**src/rtl/rfsh_pkg.sv**
```systemverilog
package rfsh_pkg;
  typedef enum logic [2:0] {
    ST_IDLE = 3'd0,
    ST_PREA = 3'd1,
    ST_RPW  = 3'd2,
    ST_REF  = 3'd3,
    ST_RFC  = 3'd4
  } rfsh_st_e;
endpackage

```
**src/rtl/rfsh_intv_ctr.sv**
```systemverilog
module rfsh_intv_ctr #(
  parameter int INTV_W = 16
) (
  input  logic              clk,
  input  logic              rst_n,
  input  logic [INTV_W-1:0] intv,
  output logic              tick
);
  logic [INTV_W-1:0] cnt_q, cnt_d;
  logic              run;

  assign run  = (intv != '0);
  assign tick = run && (cnt_q >= intv - INTV_W'(1));

  always_comb begin
    cnt_d = cnt_q;
    if (!run || tick) cnt_d = '0;
    else              cnt_d = cnt_q + INTV_W'(1);
  end

  always_ff @(posedge clk or negedge rst_n) begin
    if (!rst_n) cnt_q <= '0;
    else        cnt_q <= cnt_d;
  end
endmodule

```
**src/rtl/rfsh_pend_ctr.sv**
```systemverilog
module rfsh_pend_ctr #(
  parameter int PEND_W = 3
) (
  input  logic clk,
  input  logic rst_n,
  input  logic tick,
  input  logic take,
  output logic pend_nz
);
  localparam logic [PEND_W-1:0] PEND_MAX = '1;

  logic [PEND_W-1:0] cnt_q, cnt_d;
  logic              cnt_en;

  assign pend_nz = (cnt_q != '0);
  assign cnt_en  = tick ^ take;

  always_comb begin
    cnt_d = cnt_q;
    if (tick && !take && cnt_q != PEND_MAX) cnt_d = cnt_q + PEND_W'(1);
    else if (take && !tick)                 cnt_d = cnt_q - PEND_W'(1);
  end

  always_ff @(posedge clk or negedge rst_n) begin
    if (!rst_n)      cnt_q <= '0;
    else if (cnt_en) cnt_q <= cnt_d;
  end
endmodule

```
**src/rtl/rfsh_seq.sv**
```systemverilog
module rfsh_seq
  import rfsh_pkg::*;
#(
  parameter int CNT_W = 4,
  parameter int DLY_W = 8
) (
  input  logic             clk,
  input  logic             rst_n,
  input  logic             pend_nz,
  input  logic             banks_idle,
  input  logic             cmd_ack,
  input  logic [CNT_W-1:0] burst,
  input  logic [DLY_W-1:0] t_rp,
  input  logic [DLY_W-1:0] t_rfc,
  output logic             take,
  output rfsh_st_e         st
);
  rfsh_st_e         st_q, st_d;
  logic [DLY_W-1:0] tmr_q, tmr_d;
  logic [CNT_W-1:0] rem_q, rem_d;
  logic [CNT_W-1:0] burst_eff;
  logic             tmr_done;

  assign burst_eff = (burst == '0) ? CNT_W'(1) : burst;
  assign tmr_done  = (tmr_q <= DLY_W'(1));
  assign st        = st_q;

  always_comb begin
    st_d  = st_q;
    tmr_d = tmr_q;
    rem_d = rem_q;
    take  = 1'b0;
    unique case (st_q)
      ST_IDLE: if (pend_nz) begin
        take  = 1'b1;
        rem_d = burst_eff;
        if (banks_idle) begin
          st_d  = ST_RPW;
          tmr_d = t_rp;
        end else begin
          st_d  = ST_PREA;
        end
      end
      ST_PREA: if (cmd_ack) begin
        st_d  = ST_RPW;
        tmr_d = t_rp;
      end
      ST_RPW: begin
        if (tmr_done) st_d  = ST_REF;
        else          tmr_d = tmr_q - DLY_W'(1);
      end
      ST_REF: if (cmd_ack) begin
        st_d  = ST_RFC;
        tmr_d = t_rfc;
        rem_d = rem_q - CNT_W'(1);
      end
      ST_RFC: begin
        if (tmr_done) st_d  = (rem_q != '0) ? ST_REF : ST_IDLE;
        else          tmr_d = tmr_q - DLY_W'(1);
      end
      default: st_d = ST_IDLE;
    endcase
  end

  always_ff @(posedge clk or negedge rst_n) begin
    if (!rst_n) begin
      st_q  <= ST_IDLE;
      tmr_q <= '0;
      rem_q <= '0;
    end else begin
      st_q  <= st_d;
      tmr_q <= tmr_d;
      rem_q <= rem_d;
    end
  end
endmodule

```
**src/rtl/rfsh_sched.sv**
```systemverilog
module rfsh_sched
  import rfsh_pkg::*;
#(
  parameter int INTV_W = 16,
  parameter int CNT_W  = 4,
  parameter int DLY_W  = 8,
  parameter int PEND_W = 3
) (
  input  logic              clk,
  input  logic              rst_n,
  input  logic [INTV_W-1:0] intv_cycles,
  input  logic [CNT_W-1:0]  refs_per_cycle,
  input  logic [DLY_W-1:0]  t_rp_cycles,
  input  logic [DLY_W-1:0]  t_rfc_cycles,
  input  logic              banks_idle,
  input  logic              cmd_ack,
  output logic              refresh_req,
  output logic              prea_req,
  output logic              act_block
);
  logic     tick, take, pend_nz;
  rfsh_st_e st;

  rfsh_intv_ctr #(.INTV_W(INTV_W)) u_intv (
    .clk(clk), .rst_n(rst_n), .intv(intv_cycles), .tick(tick)
  );

  rfsh_pend_ctr #(.PEND_W(PEND_W)) u_pend (
    .clk(clk), .rst_n(rst_n), .tick(tick), .take(take), .pend_nz(pend_nz)
  );

  rfsh_seq #(.CNT_W(CNT_W), .DLY_W(DLY_W)) u_seq (
    .clk(clk), .rst_n(rst_n), .pend_nz(pend_nz), .banks_idle(banks_idle),
    .cmd_ack(cmd_ack), .burst(refs_per_cycle), .t_rp(t_rp_cycles),
    .t_rfc(t_rfc_cycles), .take(take), .st(st)
  );

  assign refresh_req = (st == ST_REF);
  assign prea_req    = (st == ST_PREA);
  assign act_block   = (st != ST_IDLE);
endmodule

```
**config.mk**
```make
export PLATFORM = sky130hd
export DESIGN_NAME = rfsh_sched
export DESIGN_NICKNAME = d
export VERILOG_FILES = /design/src/rtl/rfsh_pkg.sv /design/src/rtl/rfsh_intv_ctr.sv /design/src/rtl/rfsh_pend_ctr.sv /design/src/rtl/rfsh_seq.sv /design/src/rtl/rfsh_sched.sv
export SDC_FILE = /design/constraint.sdc
export NUM_CORES = 1
export LEC_CHECK = 0
export ABC_AREA = 1
export BUFFER_PORTS_ARGS = -buffer_cell sky130_fd_sc_hd__buf_2
export CELL_PAD_IN_SITES_DETAIL_PLACEMENT = 1
export CELL_PAD_IN_SITES_GLOBAL_PLACEMENT = 1
export CORE_MARGIN = 2
export CORE_UTILIZATION = 37
export CTS_BUF_LIST = sky130_fd_sc_hd__clkbuf_16
export CTS_CLUSTER_DIAMETER = 100
export CTS_CLUSTER_SIZE = 10
export DETAILED_ROUTE_END_ITERATION = 6
export GPL_TIMING_DRIVEN = 0
export PLACE_DENSITY = 0.78
export SLEW_MARGIN = 20
export SYNTH_ARGS = -nofsm -noshare
export SYNTH_HDL_FRONTEND = slang
export SYNTH_HIERARCHICAL = 1
export SYNTH_SLANG_ARGS = --single-unit
export TNS_END_PERCENT = 10
```
**constraint.sdc**
```tcl
create_clock -name clk -period 2.42 [get_ports clk]
set_input_delay 0.121 -clock clk [delete_from_list [all_inputs] [get_ports clk]]
set_output_delay 0.121 -clock clk [all_outputs]
set_load 0.01 [all_outputs]
```
==> flow_summary.json, run 1 <==
{
  "utilization": 0.460,
  "grt_max_degree": 35,
  "postRouteAntennaNets": 0,
  "rrSetupSlack_ns": -0.07,
  "clkPwrFrac": 0.168,
  "r2r_cells": 18,
  "root_buffer": "clkbuf_16",
  "violations": "setup timing",
  "rows": 33,
  "vias": 3074,
  "grt_remaining_overflow": 0,
  "slew_viol_final": 0,
  "h-tree-depth": 2,
  "clk_latency_ns": 0.27,
  "dp.cells": 609,
  "synth_top_area_frac": 0.279,
  "yosysSeqAreaShare": 0.279,
  "clock_sinks": 34,
  "rsz0062_at_grt": "yes",
  "dr.pass1.iters": 4,
  "diodes": 0,
  "critical_path_class": "primary input to flop",
  "synth_common_cells": "nand2_1, inv_1, nor2_1",
  "power_uw": 3630,
  "skew_ns": 0.00226,
  "finalSetupViolCount": 3,
  "worst_setup_path_start_kind": "primary input",
  "grt_pass1_vias": 3037,
  "track_usage": 0.195,
  "drt-total-wl_mm": 8.14,
  "seqPwrFrac": 0.290,
  "ys.flop_type": "dfrtp_1",
  "antenna_found_initial": 0,
  "clkTransAtPathRegs_ns": 0.06,
  "dp_hpwl_mm": 6.37,
  "p_leak_uw": 0.00197,
  "r2r_end": "u_pend/cnt_q[2]",
  "p_int_uw": 1860,
  "period_minus_slack_ns": 2.75,
  "max_slew_margin": 0.449,
  "drive_above_1_share": 0.199,
  "crit_arrival_ns": 2.91,
  "syn_area_sq_mm": 0.00305,
  "p_sw_uw": 1780,
  "post-route-drc-count": 0,
  "cap_violations": 0,
  "clockBufferDepth": 2,
  "synthTopCellsByArea": "dfrtp_1, nand2_1, ha_1",
  "powerDensity_mw_per_mm2": 976,
  "synth-edff-count": 0,
  "design.core.area_sq_mm": 0.00809,
  "synth_cells": 462,
  "status": "finished with violations",
  "synth.distinct_cells": 33,
  "drt_iter0_drc": 70,
  "max_freq_ghz": 0.364,
  "die_area_sq_mm": 0.00899,
  "io_buffers": 42,
  "synth_fp_nets": 527,
  "holdCritStartpoint": "t_rfc_cycles[1]",
  "hold_viol": 0,
  "hold_depth": 5,
  "multi_input_area_sq_mm": 0.00201,
  "yosys_warnings": 6,
  "async_reset_ff_frac": 1.00,
  "timing.rr.start": "u_intv/cnt_q[7]",
  "hold_path_class": "primary input to flop",
  "register_area_sq_um": 851,
  "worst_pin_slew_ns": 0.827,
  "wl_per_cell_um": 13.0,
  "end_kind": "flop",
  "comb_power_share": 0.543,
  "finalNetCount": 586,
  "worst_slack_ns": -0.328,
  "fin_cells": 627,
  "die_w_um": 94.8,
  "crit_fanout": 4,
  "finalCritPeriodShare": 1.14,
  "yosysTopAreaCell": "dfrtp_1",
  "cts_buffers": 5,
  "synth.most_common_cell": "nand2_1",
  "vdd_ir_drop_max_v": 0.000526,
  "die_h_um": 94.8,
  "worst_ep_required_time_ns": 2.59,
  "syn_area_per_cell_sq_um": 6.61,
  "io_pins": 43,
  "tritoncts": "done",
  "area_delta_synth_final_pct": 22.1,
  "globalplace.congestion": 0.816,
  "start_util": 0.377,
  "nFillCells": 1119,
  "hold_end": "u_seq/tmr_q[1]",
  "via_per_inst": 4.90,
  "switching_share": 0.489,
  "grt_pass1_wl_mm": 14.2,
  "synth_seq_cells": 34
}
registers in the layout (all words and copies together), names as in the netlist:
| name | flops |
|---|---|
| u_intv/cnt_q | 16 |
| u_seq/tmr_q | 8 |
| u_pend/cnt_q | 3 |
| u_seq/st | 3 |
| u_seq/rem_q | 4 |
per-layer routing:
layer  wire length (um)  vias up  global-route usage  share of wire
li1                   -     1569                   -              -
met3                121        2              0.0247          0.015
met4                 30        0              0.0290         0.0037
met5                  0        -                   0              0
met2               4160       16               0.343           0.51
met1               3820     1487               0.261           0.47
final cells by class:
type | instances | area share
well taps | 105 | 0.0353
repair buffers | 52 | 0.0773
flip-flops and latches | 34 | 0.228
inverters | 73 | 0.0756
plain buffers | 3 | 0.00638
multi-input cells | 352 | 0.540
clock inverters | 3 | 0.00336
clock buffers | 5 | 0.0336
worst max-delay path, stage by stage:
cell and delay, ns:
buf_2 0.11, clkinvlp_4 0.12, ha_4 0.17, nand3_4 0.09
nor3_4 0.17, nand3_2 0.10, xor2_1 0.17, ha_1 0.31
nand4_1 0.14, nor2_1 0.17, nand2_2 0.10, a21boi_4 0.21
ha_4 0.18, nand2_4 0.07, fa_2 0.35, inv_2 0.06
nand2_2 0.05, nand2_2 0.06, nand2_1 0.05, nand2_1 0.06
nand2_1 0.05
power groups by stage:
stage / logic (uW) / registers [uW] / clock network, uW
floorplan: 1470 / 987 / 0
global placement: 1860 / 1050 / 0
detailed placement: 1970 / 1060 / 0
CTS: 2000 / 1060 / 629
global route: 2290 / 1090 / 652
finish: 1970 / 1050 / 610
cells in the final DEF, fill, tap and decap left out, types with 6 or more instances in the layout:
cell,instances
nor2_2,8
nor2_1,55
nand2_2,8
xor2_1,15
buf_2,43
dfrtp_1,34
ha_1,22
inv_1,68
a21oi_1,8
xnor2_1,6
nand3_1,45
nand2_1,133
o21ai_0,13
buf_4,10
logic make-up after synthesis:
logic type,synth area share
and+or+nand+nor,0.394
DFF,0.279
xor gates and xnor gates,0.0631
AOI/OAI and AO/OA,0.0615
adders and majority gates,0.105
buffers and inverters,0.0976
timing repair:
item / 4_1_cts / 5_1_grt
gates cloned: 0 / 0
setup buffers: 8 / 1
setup endpoints to repair: 3 / 3
pin swaps: 10 / 3
resized for setup: 13 / 3
endpoints found under the hold margin: 34 / 0
hold buffers: 1 / 0
through the flow:
| stage | setup WS [ns] | area, sq um | hold slack [ns] | setup TNS [ns] |
|---|---|---|---|---|
| after global routing | -0.519 | 3720 | 0.181 | -1.29 |
| after global placement | -0.800 | 3440 | 0.262 | -2.43 |
| final | -0.328 | 3720 | 0.164 | -0.739 |
| after detailed placement | -0.983 | 3440 | 0.267 | -4.24 |
| after CTS | -0.375 | 3700 | 0.165 | -0.891 |
| after floorplan | -0.272 | 3100 | -0.175 | -0.485 |
how the worst max path moves through the flow:
stage / start / end / slack, ns / cells past startpoint
after CTS: intv_cycles[1] / u_pend/cnt_q[2] / -0.37 / 21
after global placement: intv_cycles[0] / u_pend/cnt_q[2] / -0.80 / 21
after global routing: intv_cycles[3] / u_pend/cnt_q[2] / -0.52 / 21
after floorplan: intv_cycles[0] / u_pend/cnt_q[2] / -0.27 / 20
final: intv_cycles[1] / u_pend/cnt_q[2] / -0.33 / 21
after detailed placement: intv_cycles[3] / u_pend/cnt_q[2] / -0.98 / 21
Note: power is estimated with default switching activity, not from simulation.
==> run 2: changes to the inputs <==
Settings changed: CELL_PAD_IN_SITES_DETAIL_PLACEMENT 1 to 0, SYNTH_HIERARCHICAL 1 to unset.
==> run 2 against run 1 <==
  * Largest power group unchanged
  * Largest cell class unchanged
  * Sequential share of layout area shrank 0.35 points
  * Clock skew grew 0.0034 ns
  * Design area grew 1.5%
  * The run still ends with setup timing left
  * Combinational power shrank 13%
==> flow_summary.json, run 2 <==
{
  "status": "finished with violations",
  "violations": "setup timing",
  "final_cell_mix": "nand2_1, inv_1, nor2_1",
  "start_util": 0.376,
  "finalNetCount": 553,
  "design.core.area_sq_mm": 0.00761,
  "end_kind": "flop",
  "synth_seq_cells": 34,
  "antenna_found_initial": 0,
  "finalCritPeriodShare": 1.08,
  "utilization": 0.497,
  "synth-edff-count": 0,
  "h-tree-depth": 2,
  "synth.distinct_cells": 33,
  "clockBufferDepth": 2,
  "critical_path_class": "primary input to flop",
  "routed-wl-met3_um": 275,
  "top_layer": "met4",
  "seqPwrFrac": 0.282,
  "area_delta_synth_final_pct": 32.4,
  "skew_ns": 0.00563,
  "synth_compound_area_frac": 0.0674,
  "drt_iter0_drc": 76,
  "yosysSeqAreaShare": 0.298,
  "crit_chain": "buf_6 -> nor2_4 -> nand2_2 -> nor2_4 -> nand2_2 -> nor2_4 -> nand2_1 -> xor2_1 -> ha_1 -> nand4_1 -> a21oi_1 -> nor2_1 -> nand2_1 -> nand2_2 -> inv_2 -> ha_4 -> nand2_4 -> fa_2 -> xor2_1 -> nand2_1 -> xor2_1",
  "clkTransAtPathRegs_ns": 0.06,
  "yosysTopAreaCell": "dfrtp_1",
  "clk_latency_ns": 0.28,
  "rows": 32,
  "largest_reg_flops": 16,
  "syn_area_per_cell_sq_um": 6.84,
  "p_sw_uw": 1520,
  "yosys-mux-area-fraction": 0,
  "wl_met1_mm": 3.12,
  "finalSetupViolCount": 2,
  "synth_top_area_frac": 0.298,
  "track_usage": 0.159,
  "hold_viol": 0,
  "max_slew_margin": 0.472,
  "synth_fp_nets": 482,
  "clock_sinks": 34,
  "mostFrequentLayoutCell": "nand2_1",
  "cap_violations": 0,
  "worst_setup_path_start_kind": "primary input",
  "grt_remaining_overflow": 0,
  "synth.most_common_cell": "nand2_1",
  "ys.flop_type": "dfrtp_1",
  "io_pins": 43,
  "path_delay_family": "simple AND/OR/NAND/NOR gates",
  "synth_top_family_by_area": "simple AND/OR/NAND/NOR gates",
  "rsz0062_at_grt": "yes",
  "synth-adder-area-share": 0.108,
  "wl_met2_mm": 3.06,
  "grt_pass1_vias": 2546,
  "reg_top3": "u_intv.cnt_q (16), u_seq.tmr_q (8), u_seq.rem_q (4)",
  "die_w_um": 91.9,
  "dp.cells": 562,
  "p_int_uw": 2030,
  "comb_power_share": 0.480,
  "clkPwrFrac": 0.238,
  "dp_hpwl_mm": 4.63,
  "slew_viol_final": 0,
  "slowest_delay_ns": 0.33,
  "dr.pass1.iters": 4,
  "powerDensity_mw_per_mm2": 940,
  "syn_area_sq_mm": 0.00286,
  "synth_cells": 418,
  "drt-total-wl_mm": 6.57,
  "diodes": 0,
  "slowest_stage": "fa_2",
  "io_buffers": 42,
  "worst_ep_required_time_ns": 2.58,
  "die_area_sq_mm": 0.00844,
  "tritoncts": "done",
  "crit_fanout": 3,
  "grt_max_degree": 35,
  "top_register": "u_intv.cnt_q",
  "synthSimpleGateAreaFrac": 0.370,
  "globalplace.congestion": 0.786,
  "vdd_ir_drop_max_v": 0.000575,
  "max_freq_ghz": 0.384,
  "worst_pin_slew_ns": 0.791,
  "switching_share": 0.428,
  "crit_arrival_ns": 2.77,
  "grt_pass1_wl_mm": 11.0,
  "drive_above_1_share": 0.237,
  "synth_common_cells": "nand2_1, inv_1, nor2_1",
  "hold_path_class": "primary input to flop",
  "period_minus_slack_ns": 2.61,
  "cts_buffers": 5,
  "synth_xor_area_frac": 0.0736,
  "postRouteAntennaNets": 0,
  "crit_buf_inv": 2,
  "nFillCells": 738,
  "root_buffer": "clkbuf_16",
  "async_reset_ff_frac": 1.00,
  "via_per_inst": 4.58,
  "fin_cells": 592,
  "wl_per_cell_um": 11.1,
  "post-route-drc-count": 0,
  "die_h_um": 91.9,
  "vias": 2714,
  "p_leak_uw": 0.00188,
  "worst_slack_ns": -0.186,
  "yosys_warnings": 0,
  "synthTopCellsByArea": "dfrtp_1, nand2_1, ha_1"
}
-- run 2: cell count changes after synthesis, sizes merged, moves of 2 or more --
cell,before,now
nor2,65,63
nand2,142,132
a21oi,11,8
nand3,51,30
inv,73,59
o21ai,17,19
o211ai,1,3
xnor2,7,9
-- run 2: routing by layer --
| metal | vias up | GRT usage |
|---|---|---|
| met3 | 10 | 0.0279 |
| met1 | 1187 | 0.204 |
| met4 | 0 | 0.0473 |
| met5 | - | 0 |
| met2 | 62 | 0.273 |
| li1 | 1455 | - |
-- run 2: repair_timing --
action / CTS / global route
gates resized for setup: 33 / 6
pin swaps: 28 / 17
endpoints found under the setup margin: 3 / 3
gates cloned: 0 / 0
hold endpoints to repair: 34 / 0
hold buffers: 1 / 0
setup buffers: 17 / 4
-- run 2: layout make-up --
class                      instances  area [sq um]  share of cell area
inverter                          59           231              0.0612
buffer                             2          18.8             0.00496
clock inverter                     3          68.8              0.0182
timing repair buffer              64           435               0.115
clock buffer                       5           125              0.0331
multi-input combinational        323          1920               0.509
tap                              102           128              0.0337
sequential                        34           851               0.225
-- run 2: worst reg2reg max path, cell delays in order (launching register included) --
cell     delay, ns
dfrtp_1       0.44
ha_1          0.32
nand2_1       0.05
inv_1         0.04
nand2_1       0.06
nor2_1        0.10
nor2_1        0.04
nand2_1       0.06
nand2_1       0.07
nand2_1       0.09
nand2_2       0.08
inv_2         0.08
ha_4          0.13
nand2_4       0.05
fa_2          0.33
xor2_1        0.14
nand2_1       0.08
xor2_1        0.14
-- run 2: final timing paths --
kind	start	endpoint	slack, ns	cells after the start
max in group asynchronous	rst_n	u_intv.cnt_q[10]	1.45	2
hold / removal	refs_per_cycle[1]	u_seq.rem_q[1]	0.13	3
setup reg to reg	u_intv.cnt_q[5]	u_pend.cnt_q[2]	0	17
min in group asynchronous	rst_n	u_seq.tmr_q[3]	0.47	2
setup / recovery	intv_cycles[8]	u_pend.cnt_q[2]	-0.19	21
hold reg to reg	u_seq.rem_q[2]	u_seq.rem_q[2]	0.48	2
-- run 2: metrics by stage --
step / TNS [ns] / setup WS (ns) / hold WS (ns) / area [sq um] / power [uW]
global placement: -1.65 / -0.621 / 0.257 / 3250 / 2610
finish: -0.355 / -0.186 / 0.125 / 3780 / 3550
detailed placement: -1.70 / -0.634 / 0.261 / 3250 / 2650
CTS: -0.331 / -0.215 / 0.128 / 3730 / 3580
global route: -0.968 / -0.441 / 0.151 / 3780 / 3890
floorplan: -0.319 / -0.160 / -0.175 / 2910 / 2240
-- run 2: logic make-up after synthesis --
group                      after synthesis
buffers and inverters                   61
adders and majority gates               24
DFF                                     34
AOI/OAI and AO/OA                       34
xor gates and xnor gates                24
and+or+nand+nor                        241
-- run 2: power groups by stage --
| stage | combinational [uW] | clock (uW) | sequential (uW) |
|---|---|---|---|
| floorplan | 1280 | 0 | 958 |
| global placement | 1600 | 0 | 1010 |
| detailed placement | 1640 | 0 | 1010 |
| CTS | 1710 | 861 | 1000 |
| global route | 1960 | 884 | 1040 |
| finish | 1710 | 845 | 1000 |
